===== config.mk =====
export PLATFORM = sky130hd
export DESIGN_NAME = mcc_ctrl
export DESIGN_NICKNAME = d
export VERILOG_FILES = /design/src/rtl/mcc_pkg.sv /design/src/rtl/mcc_next.sv /design/src/rtl/mcc_decode.sv /design/src/rtl/mcc_ctrl.sv
export SDC_FILE = /design/constraint.sdc
export NUM_CORES = 1
export LEC_CHECK = 0
export BUFFER_PORTS_ARGS = -buffer_cell sky130_fd_sc_hd__buf_4
export CAP_MARGIN = 20
export CORE_MARGIN = 4
export CORE_UTILIZATION = 51
export CTS_BUF_LIST = sky130_fd_sc_hd__clkbuf_4 sky130_fd_sc_hd__clkbuf_8 sky130_fd_sc_hd__clkbuf_16
export DETAILED_ROUTE_END_ITERATION = 16
export GPL_TIMING_DRIVEN = 1
export PLACE_DENSITY_LB_ADDON = 0.12
export SKIP_LAST_GASP = 1
export SLEW_MARGIN = 30
export SYNTH_ARGS = -nofsm -noshare
export SYNTH_HDL_FRONTEND = slang
export SYNTH_SLANG_ARGS = --single-unit

===== constraint.sdc =====
create_clock -name clk -period 2.8 [get_ports clk]
set_input_delay 0.14 -clock clk [delete_from_list [all_inputs] [get_ports clk]]
set_output_delay 0.14 -clock clk [all_outputs]
set_load 0.02 [all_outputs]

===== src/rtl/mcc_pkg.sv =====
package mcc_pkg;
  localparam int STW = 4;

  typedef enum logic [STW-1:0] {
    S_FETCH  = 4'd0,
    S_DECODE = 4'd1,
    S_MADDR  = 4'd2,
    S_LDRD   = 4'd3,
    S_LDWB   = 4'd4,
    S_STWR   = 4'd5,
    S_REXE   = 4'd6,
    S_RWB    = 4'd7,
    S_BRANCH = 4'd8,
    S_JUMP   = 4'd9,
    S_TRAP   = 4'd10,
    S_INTR   = 4'd11
  } state_t;

  localparam logic [5:0] OP_RTYPE = 6'h00;
  localparam logic [5:0] OP_LOAD  = 6'h23;
  localparam logic [5:0] OP_STORE = 6'h2B;
  localparam logic [5:0] OP_BEQ   = 6'h04;
  localparam logic [5:0] OP_JUMP  = 6'h02;

  localparam int CODE_RSVD = 10;
  localparam int CODE_OVF  = 12;
  localparam int CODE_INT  = 0;

  typedef struct packed {
    logic       pc_wr;
    logic       pc_wr_cond;
    logic       addr_sel;
    logic       mem_rd;
    logic       mem_wr;
    logic       ir_wr;
    logic       wb_sel;
    logic [1:0] pc_src;
    logic [1:0] alu_op;
    logic       alu_a_sel;
    logic [1:0] alu_b_sel;
    logic       rf_wr;
    logic       rf_dst;
    logic       epc_wr;
    logic       cause_wr;
    logic       exc_kind;
  } ctrl_t;
endpackage


===== src/rtl/mcc_next.sv =====
module mcc_next
  import mcc_pkg::*;
#(
  parameter int OP_W = 6
) (
  input  state_t          cur,
  input  logic [OP_W-1:0] opcode,
  input  logic            alu_ovf,
  input  logic            irq_pending,
  output state_t          nxt
);
  localparam state_t END_TARGET_IRQ = S_INTR;

  logic [5:0] op6;
  assign op6 = 6'(opcode);

  state_t end_target;
  assign end_target = irq_pending ? END_TARGET_IRQ : S_FETCH;

  always_comb begin
    nxt = S_FETCH;
    unique case (cur)
      S_FETCH:  nxt = S_DECODE;
      S_DECODE: begin
        case (op6)
          OP_RTYPE:         nxt = S_REXE;
          OP_LOAD,OP_STORE: nxt = S_MADDR;
          OP_BEQ:           nxt = S_BRANCH;
          OP_JUMP:          nxt = S_JUMP;
          default:          nxt = S_TRAP;
        endcase
      end
      S_MADDR:  nxt = (op6 == OP_LOAD) ? S_LDRD : S_STWR;
      S_LDRD:   nxt = S_LDWB;
      S_REXE:   nxt = alu_ovf ? S_TRAP : S_RWB;
      S_LDWB, S_STWR, S_RWB, S_BRANCH, S_JUMP: nxt = end_target;
      S_TRAP, S_INTR: nxt = S_FETCH;
      default:  nxt = S_FETCH;
    endcase
  end
endmodule


===== src/rtl/mcc_decode.sv =====
module mcc_decode
  import mcc_pkg::*;
(
  input  state_t st,
  output ctrl_t  ctl
);
  always_comb begin
    ctl = '0;
    unique case (st)
      S_FETCH: begin
        ctl.pc_wr = 1'b1; ctl.mem_rd = 1'b1; ctl.ir_wr = 1'b1;
        ctl.alu_b_sel = 2'b01;
      end
      S_DECODE: ctl.alu_b_sel = 2'b11;
      S_MADDR: begin
        ctl.alu_a_sel = 1'b1; ctl.alu_b_sel = 2'b10;
      end
      S_LDRD: begin
        ctl.mem_rd = 1'b1; ctl.addr_sel = 1'b1;
      end
      S_LDWB: begin
        ctl.rf_wr = 1'b1; ctl.wb_sel = 1'b1;
      end
      S_STWR: begin
        ctl.mem_wr = 1'b1; ctl.addr_sel = 1'b1;
      end
      S_REXE: begin
        ctl.alu_a_sel = 1'b1; ctl.alu_op = 2'b10;
      end
      S_RWB: begin
        ctl.rf_wr = 1'b1; ctl.rf_dst = 1'b1;
      end
      S_BRANCH: begin
        ctl.alu_a_sel = 1'b1; ctl.alu_op = 2'b01;
        ctl.pc_src = 2'b01; ctl.pc_wr_cond = 1'b1;
      end
      S_JUMP: begin
        ctl.pc_src = 2'b10; ctl.pc_wr = 1'b1;
      end
      S_TRAP: begin
        ctl.cause_wr = 1'b1; ctl.epc_wr = 1'b1; ctl.pc_wr = 1'b1;
        ctl.exc_kind = 1'b1; ctl.pc_src = 2'b11;
        ctl.alu_b_sel = 2'b01; ctl.alu_op = 2'b01;
      end
      S_INTR: begin
        ctl.cause_wr = 1'b1; ctl.epc_wr = 1'b1; ctl.pc_wr = 1'b1;
        ctl.pc_src = 2'b11;
      end
      default: ctl = '0;
    endcase
  end
endmodule


===== src/rtl/mcc_ctrl.sv =====
module mcc_ctrl
  import mcc_pkg::*;
#(
  parameter int OP_W   = 6,
  parameter int CODE_W = 5
) (
  input  logic              clk,
  input  logic              rst,
  input  logic [OP_W-1:0]   opcode,
  input  logic              alu_ovf,
  input  logic              alu_zero,
  input  logic              irq_pending,
  output logic              pc_wr,
  output logic              pc_wr_cond,
  output logic              pc_load,
  output logic              addr_sel,
  output logic              mem_rd,
  output logic              mem_wr,
  output logic              ir_wr,
  output logic              wb_sel,
  output logic [1:0]        pc_src,
  output logic [1:0]        alu_op,
  output logic              alu_a_sel,
  output logic [1:0]        alu_b_sel,
  output logic              rf_wr,
  output logic              rf_dst,
  output logic              epc_wr,
  output logic              cause_wr,
  output logic              exc_kind,
  output logic [CODE_W-1:0] exc_code,
  output logic [3:0]        fsm_state
);
  state_t state_q, state_nx, state_in;
  ctrl_t  ctl_d, ctl_q;
  logic [CODE_W-1:0] code_d, code_q;

  mcc_next #(.OP_W(OP_W)) u_next (
    .cur(state_q), .opcode(opcode), .alu_ovf(alu_ovf),
    .irq_pending(irq_pending), .nxt(state_nx)
  );

  assign state_in = rst ? S_FETCH : state_nx;

  mcc_decode u_dec (.st(state_in), .ctl(ctl_d));

  always_comb begin
    code_d = CODE_W'(CODE_INT);
    if (state_in == S_TRAP)
      code_d = (state_q == S_REXE) ? CODE_W'(CODE_OVF) : CODE_W'(CODE_RSVD);
  end

  always_ff @(posedge clk) begin
    state_q <= state_in;
    ctl_q   <= ctl_d;
    code_q  <= rst ? '0 : code_d;
  end

  assign pc_wr      = ctl_q.pc_wr;
  assign pc_wr_cond = ctl_q.pc_wr_cond;
  assign pc_load    = ctl_q.pc_wr | (ctl_q.pc_wr_cond & alu_zero);
  assign addr_sel   = ctl_q.addr_sel;
  assign mem_rd     = ctl_q.mem_rd;
  assign mem_wr     = ctl_q.mem_wr;
  assign ir_wr      = ctl_q.ir_wr;
  assign wb_sel     = ctl_q.wb_sel;
  assign pc_src     = ctl_q.pc_src;
  assign alu_op     = ctl_q.alu_op;
  assign alu_a_sel  = ctl_q.alu_a_sel;
  assign alu_b_sel  = ctl_q.alu_b_sel;
  assign rf_wr      = ctl_q.rf_wr;
  assign rf_dst     = ctl_q.rf_dst;
  assign epc_wr     = ctl_q.epc_wr;
  assign cause_wr   = ctl_q.cause_wr;
  assign exc_kind   = ctl_q.exc_kind;
  assign exc_code   = code_q;
  assign fsm_state  = state_q;

  logic at_end;
  assign at_end = (state_q == S_LDWB) || (state_q == S_STWR) || (state_q == S_RWB) ||
                  (state_q == S_BRANCH) || (state_q == S_JUMP);

  p_fetch_to_decode_r2: assert property (@(posedge clk) disable iff (rst)
    (state_q == S_FETCH) |=> (fsm_state == 4'd1));

  p_no_overflow_r6: assert property (@(posedge clk) disable iff (rst)
    (state_q == S_REXE && alu_ovf) |=>
      (fsm_state == 4'd10 && exc_code == CODE_W'(CODE_OVF) && !rf_wr));

  p_irq_entry_r9: assert property (@(posedge clk) disable iff (rst)
    (at_end && irq_pending) |=> (fsm_state == 4'd11 && exc_code == '0 && !exc_kind));

  p_exc_return_r10: assert property (@(posedge clk) disable iff (rst)
    (state_q == S_TRAP || state_q == S_INTR) |=> (fsm_state == 4'd0));

  p_mem_exclusive_r4: assert property (@(posedge clk) disable iff (rst)
    !(mem_rd && mem_wr));

  p_trap_vector_r8: assert property (@(posedge clk) disable iff (rst)
    $rose(exc_kind) |-> (epc_wr && cause_wr && pc_src == 2'b11));
endmodule


==> flow_metrics.tcl, run 1 <==
set metrics [dict create \
    dieHeight_um 54.2 \
    status "complete, no violations" \
    worst_setup_path_start_kind "flip-flop" \
    path_cells "or2_1 > nor2_1 > a221oi_4 > nor2_4 > xnor2_1 > o31ai_2" \
    initial_core_util 0.543 \
    final_nets 158 \
    num_antenna_cells 0 \
    synth_cell_types 43 \
    slew_headroom 0.665 \
    std_cell_rows 16 \
    p_sw_frac 0.434 \
    fin_setup_tns_ps 0 \
    ctsHoldBuffers 0 \
    yosys_warnings 0 \
    cp_num_buf_inv 0 \
    ios 40 \
    crit_family "compound AO/OA/AOI/OAI gates" \
    die_area_um2 2930 \
    worstPathMaxFanout 10 \
    yosys-top-cells-area "dfxtp_1, nor2_1, a221oi_4" \
    dp.final_hpwl_um 1700 \
    p_per_area_nw_per_um2 1120 \
    postRouteAntennaNets 0 \
    grt_max_degree 14 \
    setup_viol 0 \
    synthArstFlopShare 0 \
    area_growth_pct 28.8 \
    hp-class "in2reg" \
    cap_violations 0 \
    fin_crit_sh 0.712 \
    multiInputGateArea_um2 536 \
    vdd_ir_drop_max_mv 0.605 \
    numPortBuffers 37 \
    synth_most_common_cell "dfxtp_1" \
    syn_avg_cell_area_um2 9.98 \
    grt_pass1_wl_um 3310 \
    core-area_um2 2000 \
    maxSlewViolCount 0 \
    yosys.area.top_type "dfxtp_1" \
    cts_sinks 25 \
    p_int_mw 0.885 \
    crit_slowest_cell "dfxtp_1" \
    yosysSeqAreaShare 0.460 \
    cts_tree "yes" \
    p_leak_nw 0.623 \
    drive_above_1_share 0.390 \
    clk_pin_slew_ps 130 \
    vias_per_cell 5.38 \
    grt_pass1_vias 744 \
    rsz0062_at_grt "no" \
    postCtsSetupRepairBufs 0 \
    cts_root_buf "clkbuf_4" \
    netlist_instances 109 \
    place.gp.congestion 0.867 \
    ff_latch_area_um2 500 \
    tightest_slew_ps 502 \
    initialDrtViolationCount 23 \
    vias 930 \
    grt_overflow_total 0 \
    fp.dieW_um 54.2 \
    syn-cell-area_um2 1090 \
    synth_top_area_frac 0.460 \
    p_seq_frac 0.341 \
    clockPowerShare 0.107 \
    cts-buffers-inserted 3 \
    worst_path_largest_cell_delay_ps 560 \
    fillers 179 \
    drt_wl_total_um 2230 \
    hold_violations 0 \
    path_depth 6 \
    crit_type "reg2reg" \
    insertion_delay_ps 310 \
    period_minus_slack_ps 1990 \
    min_path_cells 2 \
    antenna_found_initial 0 \
    cts_max_level 1 \
    synth_common_cells "dfxtp_1, nor2_1, nand2_1" \
    finalClockSkew_ps 5.04 \
    clockBufferDepth 2 \
    dr.pass1.iters 4 \
    hold_slack_ps 35.2 \
    required_ps 3040 \
    pwr-share-comb 0.553 \
    synth_edf_count 0 \
    grt.total_usage 0.159 \
    setup.worst_path.end_class "flip-flop" \
    crit_arrival_ps 2230 \
    fmax_mhz 501 \
    synth_seq_cells 25 \
    drc 0 \
    cts_resized 0 \
    detail_route.wl_per_cell_um 12.9 \
    power.switching_mw 0.677 \
    synth-main-ff-cell "dfxtp_1" \
    ff2ff_path_depth 6 \
]
[through the flow]
step	instance area [um^2]	setup WS (ps)	utilization	power, mW	cells
6_report	1400	806	0.699	1.56	173
5_1_grt	1400	640	0.699	1.66	173
4_1_cts	1400	817	0.699	1.57	173
3_5_place_dp	1370	860	0.684	1.40	169
3_3_place_gp	1370	895	0.684	1.39	169
2_1_floorplan	1090	1000	-	1.14	110
[sequential cells by signal, indices dropped and copies added (netlist names)]
register / flops
fsm_state: 4
exc_code: 3
alu_b_sel: 2
alu_op: 2
pc_src: 2
addr_sel: 1
alu_a_sel: 1
cause_wr: 1
exc_kind: 1
ir_wr: 1
mem_rd: 1
mem_wr: 1
pc_wr: 1
pc_wr_cond: 1
rf_dst: 1
rf_wr: 1
wb_sel: 1
[cell families (layout without fill, tap and decap cells)]
kind of cell	after synthesis	count (layout)	share of synthesized area
compound gates	22	22	0.183
xor+xnor	3	3	0.0242
buf+inv	11	47	0.0506
flops	25	25	0.460
mux	1	1	0.00921
other cells	1	2	0.00345
simple gates	46	46	0.269
[worst register-to-register path, cell delays in order, from the launching register on]
cell	delay (ps)
dfxtp_1	560
or2_1	200
nor2_1	90
a221oi_4	540
nor2_4	150
xnor2_1	180
o31ai_2	200
[metal layers]
metal | track usage | up-vias | part of all wire
met2 | 0.269 | 41 | 0.49
met3 | 0.0332 | 4 | 0.088
met5 | 0 | - | 0
met4 | 0.0622 | 0 | 0.010
met1 | 0.193 | 427 | 0.41
li1 | - | 458 | -
[worst paths after layout]
| path | endpoint | from | slack [ps] |
|---|---|---|---|
| worst max register to register | mem_rd | fsm_state[2] | 810 |
| worst max-delay path | mem_rd | fsm_state[2] | 810 |
| worst min-delay path | mem_wr | rst | 40 |
| worst min register to register | exc_code[2] | fsm_state[2] | 830 |
[placed cells by master (no fill, tap or decap), drive strengths merged]
| cell type | instances |
|---|---|
| inv | 6 |
| o31ai | 3 |
| o2bb2ai | 1 |
| and2 | 2 |
| a311o | 1 |
| a21o | 2 |
| a311oi | 1 |
| nand3 | 4 |
| nor2 | 13 |
| and3 | 5 |
| and2b | 1 |
| nand4 | 1 |
| o21ai | 3 |
| mux2i | 1 |
| xnor2 | 3 |
| nor4b | 1 |
| o2111a | 1 |
| dfxtp | 25 |
| nor3b | 1 |
| nor4 | 3 |
| buf | 37 |
| or2 | 1 |
| o21a | 1 |
| a31o | 2 |
| o21bai | 1 |
| or4 | 1 |
| nand2 | 6 |
| a21oi | 3 |
| conb | 2 |
| a31oi | 2 |
| a221oi | 1 |
| clkbuf | 4 |
| nor3 | 4 |
| nor2b | 3 |
[cell type report]
type                    instances  area share
multi-input cells              74       0.382
flip-flops and latches         25       0.357
repair buffers                 37       0.198
well taps                      27      0.0241
clock buffers                   4      0.0214
inverters                       6      0.0161
[power by group through the flow]
stage               clock network [mW]  logic [mW]  registers [mW]
detailed placement                   0       0.860           0.542
global placement                     0       0.853           0.536
floorplan                            0       0.504           0.633
finish                           0.167       0.864           0.532
CTS                              0.169       0.865           0.534
global route                     0.180       0.933           0.546
(Power assumes the default switching activity.)
==> run 2: changes to the inputs <==
--- a/config.mk
+++ b/config.mk
@@ -8,7 +8,7 @@
 export BUFFER_PORTS_ARGS = -buffer_cell sky130_fd_sc_hd__buf_4
 export CAP_MARGIN = 20
 export CORE_MARGIN = 4
-export CORE_UTILIZATION = 51
+export CORE_UTILIZATION = 43
 export CTS_BUF_LIST = sky130_fd_sc_hd__clkbuf_4 sky130_fd_sc_hd__clkbuf_8 sky130_fd_sc_hd__clkbuf_16
 export DETAILED_ROUTE_END_ITERATION = 16
 export GPL_TIMING_DRIVEN = 1
==> constraint.sdc (replaced) <==
create_clock -name clk -period 1.7 [get_ports clk]
set_input_delay 0.085 -clock clk [delete_from_list [all_inputs] [get_ports clk]]
set_output_delay 0.085 -clock clk [all_outputs]
set_load 0.02 [all_outputs]
==> run 2 against run 1 <==
Effect of this change:
- sequential share of layout area decreased by 5.1 points
- worst hold slack improved by 230 ps
- clock power is 62% higher
- highest routed layer unchanged
==> flow_metrics.tcl, run 2 (synthesis results as in run 1) <==
set metrics [dict create \
    layout.cells.non_filler 199 \
    drt_wl_total_um 2630 \
    drc 0 \
    area_growth_pct 54.5 \
    grt_max_degree 14 \
    rsz0062_at_grt "yes" \
    ios 40 \
    grt.total_usage 0.159 \
    clockBufferDepth 2 \
    crit_arrival_ps 1930 \
    place_inst 180 \
    largest_reg_flops 4 \
    grt_pass1_wl_um 4260 \
    fin_crit_sh 1.00 \
    hold_slack_ps 265 \
    insertion_delay_ps 300 \
    initial_core_util 0.469 \
    grt_overflow_total 0 \
    cts_root_buf "clkbuf_4" \
    required_ps 1930 \
    final_nets 183 \
    fmax_mhz 588 \
    grt_pass1_vias 999 \
    cts_sinks 25 \
    mostFrequentLayoutCells "buf_4, dfxtp_1, nor2_1, nand2_1, inv_1" \
    finalClockSkew_ps 4.42 \
    dp.final_hpwl_um 1920 \
    drive_above_1_share 0.567 \
    std_cell_rows 17 \
    worst_setup_path_start_kind "flip-flop" \
    status "complete, no violations" \
    cap_violations 0 \
    total_power_mw 3.12 \
    clk_pin_slew_ps 120 \
    period_minus_slack_ps 1700 \
    fp.dieW_um 58.3 \
    vdd_ir_drop_max_mv 1.18 \
    hold_violations 0 \
    antenna_found_initial 0 \
    die_area_um2 3400 \
    hold_path_startpoint "irq_pending" \
    startpoint "fsm_state[0]" \
    vias_per_cell 5.15 \
    setup_viol 0 \
    detail_route.wl_per_cell_um 13.2 \
    maxSlewViolCount 0 \
    num_antenna_cells 0 \
    cts_tree "yes" \
    worstPathMaxFanout 7 \
    place.gp.congestion 0.826 \
    cts_max_level 1 \
    post-route-util 0.725 \
    final_common_cell "buf_4" \
    core-area_um2 2320 \
    crit_type "reg2reg" \
    p_per_area_nw_per_um2 1850 \
    cts-buffers-inserted 3 \
    numPortBuffers 37 \
    dieHeight_um 58.3 \
    setup.worst_path.end_class "flip-flop" \
    dr.pass1.iters 4 \
    postRouteAntennaNets 0 \
    initialDrtViolationCount 24 \
    hp-class "in2reg" \
    r2r-start "fsm_state[0]" \
    vias 1024 \
    p_leak_nw 0.772 \
]
run 2: cell types whose count changed in the layout (fill, tap and decap cells not counted), moves of 2 or more:
cell	before	now
buf_4	37	60
dfxtp_1	25	21
dfxtp_4	0	4
nor2b_1	3	0
nor2_1	11	9
nor2_2	0	2
nor2b_4	0	2
run 2: timing repair:
item,4_1_cts,5_1_grt
setup endpoints to repair,9,19
pin swaps,4,14
hold buffers,1,0
setup buffers,7,7
hold endpoints to repair,1,0
resized for setup,5,16
run 2: per-stage QoR:
stage	setup TNS (ps)	instance area (um^2)	setup slack [ps]
2_1_floorplan	0	1100	20.6
3_3_place_gp	0	1450	2.08
3_5_place_dp	-154	1450	-58.7
4_1_cts	-60.0	1560	-27.0
5_1_grt	-942	1680	-86.3
6_report	0	1680	0.749
run 2: path summary, 6_finish.rpt:
kind | end | slack (ps) | depth (start not counted)
worst min register to register | addr_sel | 800 | 3
worst min-delay path | mem_rd | 260 | 5
worst max-delay path | mem_rd | 0.7 | 7
worst max register to register | mem_rd | 0.7 | 7
run 2: layout make-up:
cell class	count	area, um^2
Clock buffer	4	30.0
Fill cell	193	638
Inverter	6	22.5
Multi-Input combinational cell	74	612
Sequential cell	25	515
Tap cell	28	35.0
Timing Repair Buffer	62	465
run 2: power breakdown:
part / switching (mW) / internal (mW)
clock: 0.163 / 0.107
sequential: 0.121 / 0.774
combinational: 0.984 / 0.966
run 2: critical path, stage by stage, from the launching register on:
cell	delay [ps]
dfxtp_4	400
buf_4	120
inv_1	30
a31o_2	240
a221oi_4	360
nor2_4	120
xnor2_2	160
o31ai_2	190
run 2: layer usage:
metal	vias to the layer above	GRT usage	wire length [um]
li1	509	-	-
met1	474	0.181	1070
met2	37	0.303	1360
met3	4	0.0156	156
met4	0	0.0497	36
met5	-	0	0
==> run 3: changes to the inputs <==
--- a/config.mk
+++ b/config.mk
@@ -8,7 +8,7 @@
 export BUFFER_PORTS_ARGS = -buffer_cell sky130_fd_sc_hd__buf_4
 export CAP_MARGIN = 20
 export CORE_MARGIN = 4
-export CORE_UTILIZATION = 43
+export CORE_UTILIZATION = 50
 export CTS_BUF_LIST = sky130_fd_sc_hd__clkbuf_4 sky130_fd_sc_hd__clkbuf_8 sky130_fd_sc_hd__clkbuf_16
 export DETAILED_ROUTE_END_ITERATION = 16
 export GPL_TIMING_DRIVEN = 1
==> constraint.sdc (replaced) <==
create_clock -name clk -period 2 [get_ports clk]
set_input_delay 0.1 -clock clk [delete_from_list [all_inputs] [get_ports clk]]
set_output_delay 0.1 -clock clk [all_outputs]
set_load 0.02 [all_outputs]
==> run 3 against run 2 <==
Effect of this change:
- sequential share of layout area is 4.5 points higher
- non-clock buffer count decreased by 22
- utilization shrank 1.7 points
- worst hold slack got worse by 99 ps
- global-route usage is 0.67 points higher
- wire length shrank 14%
- via count fell by 9.5%
- clock power shrank 12%
- maximum frequency down 7.3%
- cell count fell by 12%
- power decreased by 28%
- worst setup slack gained 170 ps
- critical endpoint is now exc_code[2]
- largest power group unchanged
==> flow_metrics.tcl, run 3 (synthesis results as in run 1) <==
set metrics [dict create \
    setup_ws_ps 167 \
    std_cell_rows 16 \
    fp.dieW_um 54.6 \
    rsz0062_at_grt "no" \
    dr.pass1.iters 4 \
    drive_above_1_share 0.423 \
    fmax_mhz 545 \
    initial_core_util 0.538 \
    fin_setup_tns_ps 0 \
    clk_pin_slew_ps 130 \
    finalClockSkew_ps 2.63 \
    dieHeight_um 54.6 \
    initialDrtViolationCount 16 \
    mostFrequentLayoutCells "buf_4, dfxtp_1, nor2_1, nand2_1, inv_1" \
    die_area_um2 2980 \
    grt_overflow_total 0 \
    fillers 173 \
    postRouteAntennaNets 0 \
    ff2ff_path_depth 7 \
    num_antenna_cells 0 \
    grt_pass1_wl_um 3480 \
    ios 40 \
    setup.worst_path.end_class "flip-flop" \
    drt_wl_total_um 2270 \
    vias_per_cell 5.27 \
    grt_pass1_vias 822 \
    cts_max_level 1 \
    vias 927 \
    period_minus_slack_ps 1830 \
    area_growth_pct 31.6 \
    hold_violations 0 \
    clockBufferDepth 2 \
    grt_max_degree 14 \
    cts_sinks 25 \
    min_path_cells 4 \
    fin_crit_sh 0.917 \
    largest_reg_flops 4 \
    setup_viol 0 \
    cap_violations 0 \
    cts-buffers-inserted 3 \
    vdd_ir_drop_max_mv 0.886 \
    worstPathMaxFanout 10 \
    required_ps 2270 \
    insertion_delay_ps 320 \
    numPortBuffers 37 \
    maxSlewViolCount 0 \
    p_leak_nw 0.637 \
    grt.total_usage 0.165 \
    detail_route.wl_per_cell_um 12.9 \
    place.gp.congestion 0.855 \
    final_common_cell "buf_4" \
    final_nets 161 \
    antenna_found_initial 0 \
    preCtsSetupSlack_ps 82.0 \
    drc 0 \
    core-area_um2 2020 \
    cts_root_buf "clkbuf_4" \
    worst_setup_path_start_kind "flip-flop" \
    place_inst 171 \
    crit_type "reg2reg" \
    status "complete, no violations" \
    dp.final_hpwl_um 1760 \
    hp-class "in2reg" \
    p_per_area_nw_per_um2 1560 \
    cts_tree "yes" \
    layout.cells.non_filler 176 \
    crit_arrival_ps 2100 \
]
==> run 3: changes by cell type in the layout (fill, tap and decap cells not counted), moves of 2 or more <==
cell | previous run | this run
nor2_2 | 2 | 0
dfxtp_4 | 4 | 0
nor2_1 | 9 | 11
buf_4 | 60 | 39
nor2b_4 | 2 | 0
dfxtp_2 | 0 | 3
nor2b_1 | 0 | 2
==> run 3: worst paths after layout <==
check	start	to	slack, ps
worst max-delay path	fsm_state[2]	exc_code[2]	170
worst min-delay path	irq_pending	mem_rd	170
worst max register to register	fsm_state[2]	exc_code[2]	170
worst min register to register	fsm_state[3]	mem_rd	740
==> run 3: timing repair <==
item / 4_1_cts / 5_1_grt
hold buffers: 1 / 0
gates resized for setup: 0 / 4
buffers inserted: 0 / 0
endpoints found under the setup margin: 0 / 11
hold endpoints to repair: 1 / 0
==> run 3: area by class of cell <==
cell class	instances	area, um^2	share of cell area
clock buffer	4	30.0	0.0210
inverter	6	22.5	0.0157
multi-input combinational	74	538	0.376
sequential	25	504	0.352
tap	27	33.8	0.0236
timing repair buffer	40	303	0.212
==> run 3: power breakdown <==
group          switching, mW  internal, mW
clock                  0.147        0.0916
sequential             0.105         0.645
combinational          0.700         0.545
==> run 3: per-stage QoR <==
stage / hold slack (ps) / power (mW) / util / area, um^2
3_3_place_gp: 337 / 1.98 / 0.685 / 1390
4_1_cts: 166 / 2.23 / 0.705 / 1430
5_1_grt: 198 / 2.37 / 0.708 / 1430
6_report: 166 / 2.23 / 0.708 / 1430
2_1_floorplan: 179 / 1.59 / - / 1090
3_5_place_dp: 335 / 2.00 / 0.685 / 1390
==> run 3: layer usage <==
layer  track usage  part of all wire  vias to the layer above
li1              -                 -                      464
met1         0.186              0.40                      419
met2         0.295              0.50                       39
met3        0.0163             0.076                        5
met4        0.0996             0.023                        0
met5             0                 0                        -
==> run 3: critical path, stage by stage, from the launching register on <==
cell,delay (ps)
dfxtp_2,410
nor4b_4,380
o31ai_1,130
nand3_1,140
nand2_1,170
inv_2,190
and3_4,230
nor2b_1,120
